<file path="src/rtl/tmr_pkg.sv">
package tmr_pkg;
  localparam int BUS_W  = 32;
  localparam int ADDR_W = 8;

  localparam logic [ADDR_W-1:0] OFF_CTRL   = 8'h00;
  localparam logic [ADDR_W-1:0] OFF_PERIOD = 8'h08;
  localparam logic [ADDR_W-1:0] OFF_COUNT  = 8'h0C;

  localparam int CTRL_RUN_BIT = 0;
  localparam int CTRL_CLR_BIT = 31;

  typedef enum logic [1:0] {
    SEL_NONE,
    SEL_CTRL,
    SEL_PERIOD,
    SEL_COUNT
  } tmr_sel_e;
endpackage

</file>
<file path="src/rtl/tmr_prescale.sv">
module tmr_prescale #(
  parameter int CLK_DIV = 250
) (
  input  logic clk,
  input  logic rst_n,
  input  logic run,
  input  logic restart,
  output logic tick
);
  generate
    if (CLK_DIV <= 1) begin : g_direct
      assign tick = run && !restart;
    end else begin : g_div
      localparam int DW = $clog2(CLK_DIV);
      localparam logic [DW-1:0] LAST = DW'(CLK_DIV - 1);

      logic [DW-1:0] div_q, div_d;
      logic          at_last;

      assign at_last = (div_q == LAST);

      always_comb begin
        div_d = div_q;
        if (!run || restart)  div_d = '0;
        else if (at_last)     div_d = '0;
        else                  div_d = div_q + 1'b1;
      end

      always_ff @(posedge clk or negedge rst_n) begin
        if (!rst_n) div_q <= '0;
        else        div_q <= div_d;
      end

      assign tick = run && at_last;

      AST_DIV_RANGE: assert property (@(posedge clk) disable iff (!rst_n)
        div_q <= LAST);
      AST_IDLE_PHASE: assert property (@(posedge clk) disable iff (!rst_n)
        (!run || restart) |=> (div_q == '0));
    end
  endgenerate
endmodule

</file>
<file path="src/rtl/tmr_count.sv">
module tmr_count #(
  parameter int CW = 16
) (
  input  logic          clk,
  input  logic          rst_n,
  input  logic          clr,
  input  logic          load,
  input  logic [CW-1:0] load_val,
  input  logic [CW-1:0] period,
  input  logic          tick,
  output logic [CW-1:0] count
);
  logic [CW-1:0] cnt_q, cnt_d;
  logic          cnt_zero;

  assign cnt_zero = (cnt_q == '0);

  always_comb begin
    cnt_d = cnt_q;
    if (clr)           cnt_d = '0;
    else if (load)     cnt_d = load_val;
    else if (tick) begin
      if (cnt_zero)    cnt_d = period;
      else             cnt_d = cnt_q - 1'b1;
    end
  end

  always_ff @(posedge clk or negedge rst_n) begin
    if (!rst_n) cnt_q <= '0;
    else        cnt_q <= cnt_d;
  end

  assign count = cnt_q;

  AST_LOAD_NOW: assert property (@(posedge clk) disable iff (!rst_n)
    (load && !clr) |=> (count == $past(load_val)));
  AST_WRAP: assert property (@(posedge clk) disable iff (!rst_n)
    (tick && !load && !clr && count == '0) |=> (count == $past(period)));
  AST_STEP: assert property (@(posedge clk) disable iff (!rst_n)
    (tick && !load && !clr && count != '0) |=> (count == $past(count) - 1'b1));
  AST_HOLD: assert property (@(posedge clk) disable iff (!rst_n)
    (!tick && !load && !clr) |=> $stable(count));
endmodule

</file>
<file path="src/rtl/tmr_regs.sv">
module tmr_regs
  import tmr_pkg::*;
#(
  parameter int CW = 16
) (
  input  logic              clk,
  input  logic              rst_n,
  input  logic              bus_valid,
  input  logic              bus_write,
  input  logic [ADDR_W-1:0] bus_addr,
  input  logic [BUS_W-1:0]  bus_wdata,
  input  logic [CW-1:0]     count,
  output logic              run,
  output logic              clr,
  output logic              load,
  output logic [CW-1:0]     load_val,
  output logic [CW-1:0]     period,
  output logic [BUS_W-1:0]  bus_rdata
);
  tmr_sel_e         sel;
  logic             wr_en, rd_en;
  logic [BUS_W-1:0] ctrl_q, ctrl_d;
  logic [CW-1:0]    per_q, per_d;
  logic             run_q, run_d;
  logic [BUS_W-1:0] rdata_q, rdata_d, rd_mux;

  always_comb begin
    sel = SEL_NONE;
    if (bus_addr[1:0] == 2'b00) begin
      unique case (bus_addr)
        OFF_CTRL:   sel = SEL_CTRL;
        OFF_PERIOD: sel = SEL_PERIOD;
        OFF_COUNT:  sel = SEL_COUNT;
        default:    sel = SEL_NONE;
      endcase
    end
  end

  assign wr_en    = bus_valid && bus_write;
  assign rd_en    = bus_valid && !bus_write;
  assign clr      = wr_en && (sel == SEL_CTRL) && bus_wdata[CTRL_CLR_BIT];
  assign load     = wr_en && (sel == SEL_PERIOD);
  assign load_val = bus_wdata[CW-1:0];

  always_comb begin
    ctrl_d = ctrl_q;
    per_d  = per_q;
    run_d  = run_q;
    if (clr) begin
      ctrl_d = '0;
      per_d  = '0;
      run_d  = 1'b0;
    end else begin
      if (wr_en && sel == SEL_CTRL) begin
        ctrl_d = bus_wdata;
        if (bus_wdata[CTRL_RUN_BIT]) run_d = 1'b1;
      end
      if (load) per_d = load_val;
    end
  end

  always_comb begin
    unique case (sel)
      SEL_CTRL:   rd_mux = ctrl_q;
      SEL_PERIOD: rd_mux = {{(BUS_W-CW){1'b0}}, per_q};
      SEL_COUNT:  rd_mux = {{(BUS_W-CW){1'b0}}, count};
      default:    rd_mux = '0;
    endcase
    rdata_d = rd_en ? rd_mux : rdata_q;
  end

  always_ff @(posedge clk or negedge rst_n) begin
    if (!rst_n) begin
      ctrl_q  <= '0;
      per_q   <= '0;
      run_q   <= 1'b0;
      rdata_q <= '0;
    end else begin
      ctrl_q  <= ctrl_d;
      per_q   <= per_d;
      run_q   <= run_d;
      rdata_q <= rdata_d;
    end
  end

  assign run       = run_q;
  assign period    = per_q;
  assign bus_rdata = rdata_q;

  AST_CLR_ALL: assert property (@(posedge clk) disable iff (!rst_n)
    clr |=> (ctrl_q == '0 && period == '0 && !run));
  AST_RUN_STICKY: assert property (@(posedge clk) disable iff (!rst_n)
    (run && !clr) |=> run);
  AST_CNT_UPPER: assert property (@(posedge clk) disable iff (!rst_n)
    (rd_en && sel == SEL_COUNT) |=> (bus_rdata[BUS_W-1:CW] == '0));
  AST_UNMAPPED_ZERO: assert property (@(posedge clk) disable iff (!rst_n)
    (rd_en && sel == SEL_NONE) |=> (bus_rdata == '0));
endmodule

</file>
<file path="src/rtl/reload_timer16.sv">
module reload_timer16
  import tmr_pkg::*;
#(
  parameter int CLK_DIV = 250,
  parameter int CNT_W   = 16
) (
  input  logic              clk,
  input  logic              rst_n,
  input  logic              bus_valid,
  input  logic              bus_write,
  input  logic [ADDR_W-1:0] bus_addr,
  input  logic [BUS_W-1:0]  bus_wdata,
  output logic [BUS_W-1:0]  bus_rdata
);
  logic [1:0]       rst_sync_q;
  logic             rst_core_n;
  logic             run, clr, load, tick;
  logic [CNT_W-1:0] load_val, period, count;

  always_ff @(posedge clk or negedge rst_n) begin
    if (!rst_n) rst_sync_q <= 2'b00;
    else        rst_sync_q <= {rst_sync_q[0], 1'b1};
  end
  assign rst_core_n = rst_sync_q[1];

  tmr_regs #(.CW(CNT_W)) u_regs (
    .clk       (clk),
    .rst_n     (rst_core_n),
    .bus_valid (bus_valid),
    .bus_write (bus_write),
    .bus_addr  (bus_addr),
    .bus_wdata (bus_wdata),
    .count     (count),
    .run       (run),
    .clr       (clr),
    .load      (load),
    .load_val  (load_val),
    .period    (period),
    .bus_rdata (bus_rdata)
  );

  tmr_prescale #(.CLK_DIV(CLK_DIV)) u_pre (
    .clk     (clk),
    .rst_n   (rst_core_n),
    .run     (run),
    .restart (load),
    .tick    (tick)
  );

  tmr_count #(.CW(CNT_W)) u_cnt (
    .clk      (clk),
    .rst_n    (rst_core_n),
    .clr      (clr),
    .load     (load),
    .load_val (load_val),
    .period   (period),
    .tick     (tick),
    .count    (count)
  );

  AST_NO_TICK_STOPPED: assert property (@(posedge clk) disable iff (!rst_core_n)
    !run |-> !tick);
endmodule

</file>
<file path="config.mk">
export PLATFORM = sky130hd
export DESIGN_NAME = reload_timer16
export DESIGN_NICKNAME = d
export VERILOG_FILES = /design/src/rtl/tmr_pkg.sv /design/src/rtl/tmr_prescale.sv /design/src/rtl/tmr_count.sv /design/src/rtl/tmr_regs.sv /design/src/rtl/reload_timer16.sv
export SDC_FILE = /design/constraint.sdc
export NUM_CORES = 1
export LEC_CHECK = 0
export ABC_AREA = 1
export BUFFER_PORTS_ARGS = -buffer_cell sky130_fd_sc_hd__buf_2
export CORE_ASPECT_RATIO = 0.8
export CORE_UTILIZATION = 58
export DETAILED_ROUTE_END_ITERATION = 7
export PLACE_DENSITY = 0.8
export SLEW_MARGIN = 0
export SYNTH_ARGS = -nofsm -noshare
export SYNTH_HDL_FRONTEND = slang
export SYNTH_HIERARCHICAL = 1
export SYNTH_SLANG_ARGS = --single-unit
</file>
<file path="constraint.sdc">
create_clock -name clk -period 4.4 [get_ports clk]
set_input_delay 0.44 -clock clk [delete_from_list [all_inputs] [get_ports clk]]
set_output_delay 0.44 -clock clk [all_outputs]
set_load 0.02 [all_outputs]
</file>
==> impl_metrics.toml <==
[synthesis]
async_flop_share = 1.00
synth_fa_ha_area_frac = 0.00850
ys_types = 31
synth_edf_count = 0
synth_nets = 826
synth-simple-area-share = 0.412
synth_compound_area_frac = 0.0348
synth_ff_type = "dfrtp_1"
synth-xor-area-share = 0.00744
syn_inst = 778
synth-seq-area-share = 0.455
synth_top_family_by_area = "simple AND/OR/NAND/NOR gates"
synthMuxAreaShare = 0
syn_area_mm2 = 0.00589
avgSynthCellArea_um2 = 7.57
synth_seq_cells = 107
yosys_warnings = 6

[job]
cap_violations = 0

[power_and_ir_drop]
ir_worst_vdd_mv = 0.193
power.leakage_nw = 3.68
powerDensity_mw_per_mm2 = 303

[worst_setup_path]
critPathTopFamily = "simple AND/OR/NAND/NOR gates"
cp_max_fo = 34
cp.required_ns = 4.64
crit_chain = "buf_2 -> nor2_1 -> nand2_1 -> nor2_4 -> buf_4 -> nand3_2 -> buf_4 -> inv_1 -> nor3_4 -> or2_2 -> nor2_1 -> nand2_1 -> nand2_1"
crit_path_start_kind = "input pin"
path_class = "input pin to flip-flop"
crit_slowest_cell = "nor3_4"
cp_common_cell = "nand2_1"
worst-path-buf-inv = 4
max_stage_delay_ns = 0.57
cp-end-kind = "flip-flop"
crit_arrival_ns = 2.78

[final_layout]
num_antenna_cells = 0
area_growth_pct = 9.12
fin_area_mm2 = 0.00642
layout_commonest_cell = "nand2_1"
drive_gt1_frac = 0.176
final_cell_mix = "nand2_1 (293), nand3_1 (150), dfrtp_1 (106)"
nets = 867
fillCellCount = 847

[clock_tree]
htreeDepth = 3
clockBufferDepth = 2
cts.sinks = 107
cts_root_buf = "clkbuf_16"
cts_tree = "built"
clk_pin_slew_ns = 0.07
insertion_delay_ns = 0.34
cts_made_buffers = 9
post-cts-setup-buffer-count = 0

[grt]
grt_pass1_vias = 5133
grt_util_all_layers = 0.303
grt_max_degree = 67
grt_antenna_before_repair = 0
grt-ovfl-total = 0
grt_pass1_wl_um = 24800

[floorplan]
dieHeight_um = 92.1
core_area_mm2 = 0.00977
die_w_um = 115
rows = 32
start_util = 0.603
die_area_mm2 = 0.0106
io_pins = 76

[route]
drtIter0Drc = 607
dr_wl_met3_um = 1230
ant_nets = 0
viasPerCell = 5.62
wl_met2_um = 6890
routed_wl_um = 14700
firstDrtPassIters = 5
vias = 5386
top_layer_used = "met4"
drc = 0
met1_length_um = 6250
post_drt_wl_per_cell_um = 15.3

[timing]
slew_violations = 0
final_hold_viol_count = 0
fmax_mhz = 392
finalSetupViolations = 0
relSlewSlack = 0.279
final.min_clock_period_ns = 2.55
final.setup_skew_ns = 0.00572
min_period_over_period = 0.579
tns_ns = 0
tightest_slew_ns = 1.08
rsz0062_at_grt = "false"

[hold_path]
holdCritPathClass = "input pin to flip-flop"

[place]
portBuffers = 75
dp_hpwl_um = 10400
gp_congestion = 0.859
placed_area_mm2 = 0.00614

[outcome]
status = "complete, no violations"
-- cell families after synthesis --
kind of cell,after synthesis
AOI/OAI and AO/OA,25
buffers and inverters,89
xor gates and xnor gates,5
adders and majority gates,4
other,1
and+or+nand+nor,547
DFF,107
-- Yosys cell counts (3+ instances only) --
cell      instances  area, um^2
buf_2            12        60.1
buf_4            18         135
buf_6             8        90.1
clkbuf_1         12        45.0
dfrtp_1         107        2680
ha_1              4        50.1
inv_1            35         131
nand2_1         293        1100
nand2_2           6        37.5
nand3_1         150         751
nand3_2           3        30.0
nand3b_1          3        22.5
nor2_1           70         263
nor2_2            8        50.1
nor2_4            5        56.3
o21ai_2          18         158
o21bai_1          5        37.5
xor2_1            3        26.3
-- final cells by class --
type                            instances  area, um^2  area share
Timing Repair Buffer                   81         423      0.0658
Multi-Input combinational cell        582        2730       0.425
Clock inverter                          2        12.5     0.00195
Inverter                               38         148      0.0230
Tap cell                              136         170      0.0265
Clock buffer                           13         260      0.0405
Sequential cell                       107        2680       0.417
-- timing repair --
action	4_1_cts	5_1_grt
hold endpoints to repair	2	0
resized for setup	0	0
hold buffers	1	0
-- power breakdown --
part	total [mW]	internal, mW	leakage [nW]	switching [mW]
combinational	0.178	0.0592	2.07	0.119
sequential	1.02	0.995	1.48	0.0225
clock	0.749	0.411	0.132	0.338
-- state kept, by name (all words and copies together), names as in the netlist --
register,count
u_pre/g_div.div_q,8
u_cnt/count,16
u_regs/period,16
u_regs/run,1
rst_sync_q,2
u_regs/ctrl_q,32
u_regs/bus_rdata,32
-- routing by layer --
layer / GRT usage / vias to the layer above
met4: 0.101 / 0
met5: 0 / -
met2: 0.468 / 266
li1: - / 2542
met1: 0.422 / 2545
met3: 0.0674 / 33
-- worst paths after layout --
kind | start | endpoint | slack, ns | depth (start not counted)
setup / recovery | bus_addr[7] | u_cnt/count[6]$_DFFE_PN0P_ | 1.85 | 13
hold / removal | bus_wdata[20] | u_regs/ctrl_q[20]$_DFFE_PN0P_ | 0.35 | 3
setup reg to reg | u_pre/g_div.div_q[0]$_DFF_PN0_ | u_cnt/count[6]$_DFFE_PN0P_ | 2.24 | 10
hold reg to reg | rst_sync_q[0]$_DFF_PN0_ | rst_sync_q[1]$_DFF_PN0_ | 0.36 | 0
max in group asynchronous | rst_sync_q[1]$_DFF_PN0_ | u_regs/ctrl_q[2]$_DFFE_PN0P_ | 2.93 | 1
min in group asynchronous | rst_n | rst_sync_q[1]$_DFF_PN0_ | 0.40 | 2
-- per-stage QoR --
step / hold WS (ns) / setup slack [ns] / instances / utilization / power, mW
6_report: 0.348 / 1.85 / 959 / 0.658 / 1.94
3_5_place_dp: 0.227 / 1.57 / 943 / 0.629 / 1.21
3_3_place_gp: 0.224 / 1.73 / 943 / 0.629 / 1.21
4_1_cts: 0.343 / 1.92 / 959 / 0.658 / 1.95
2_1_floorplan: 0.144 / 1.20 / 778 / - / 1.16
5_1_grt: 0.350 / 1.65 / 959 / 0.658 / 2.02
-- worst reg2reg max path, delay by kind of cell, from the launching register on --
family	cells	cell delay, ns
adder cells (fa/ha/maj)	1	0.22
flip-flops	1	0.42
AND/OR/NAND/NOR	9	1.41
Note: power is estimated with default switching activity, not from simulation.
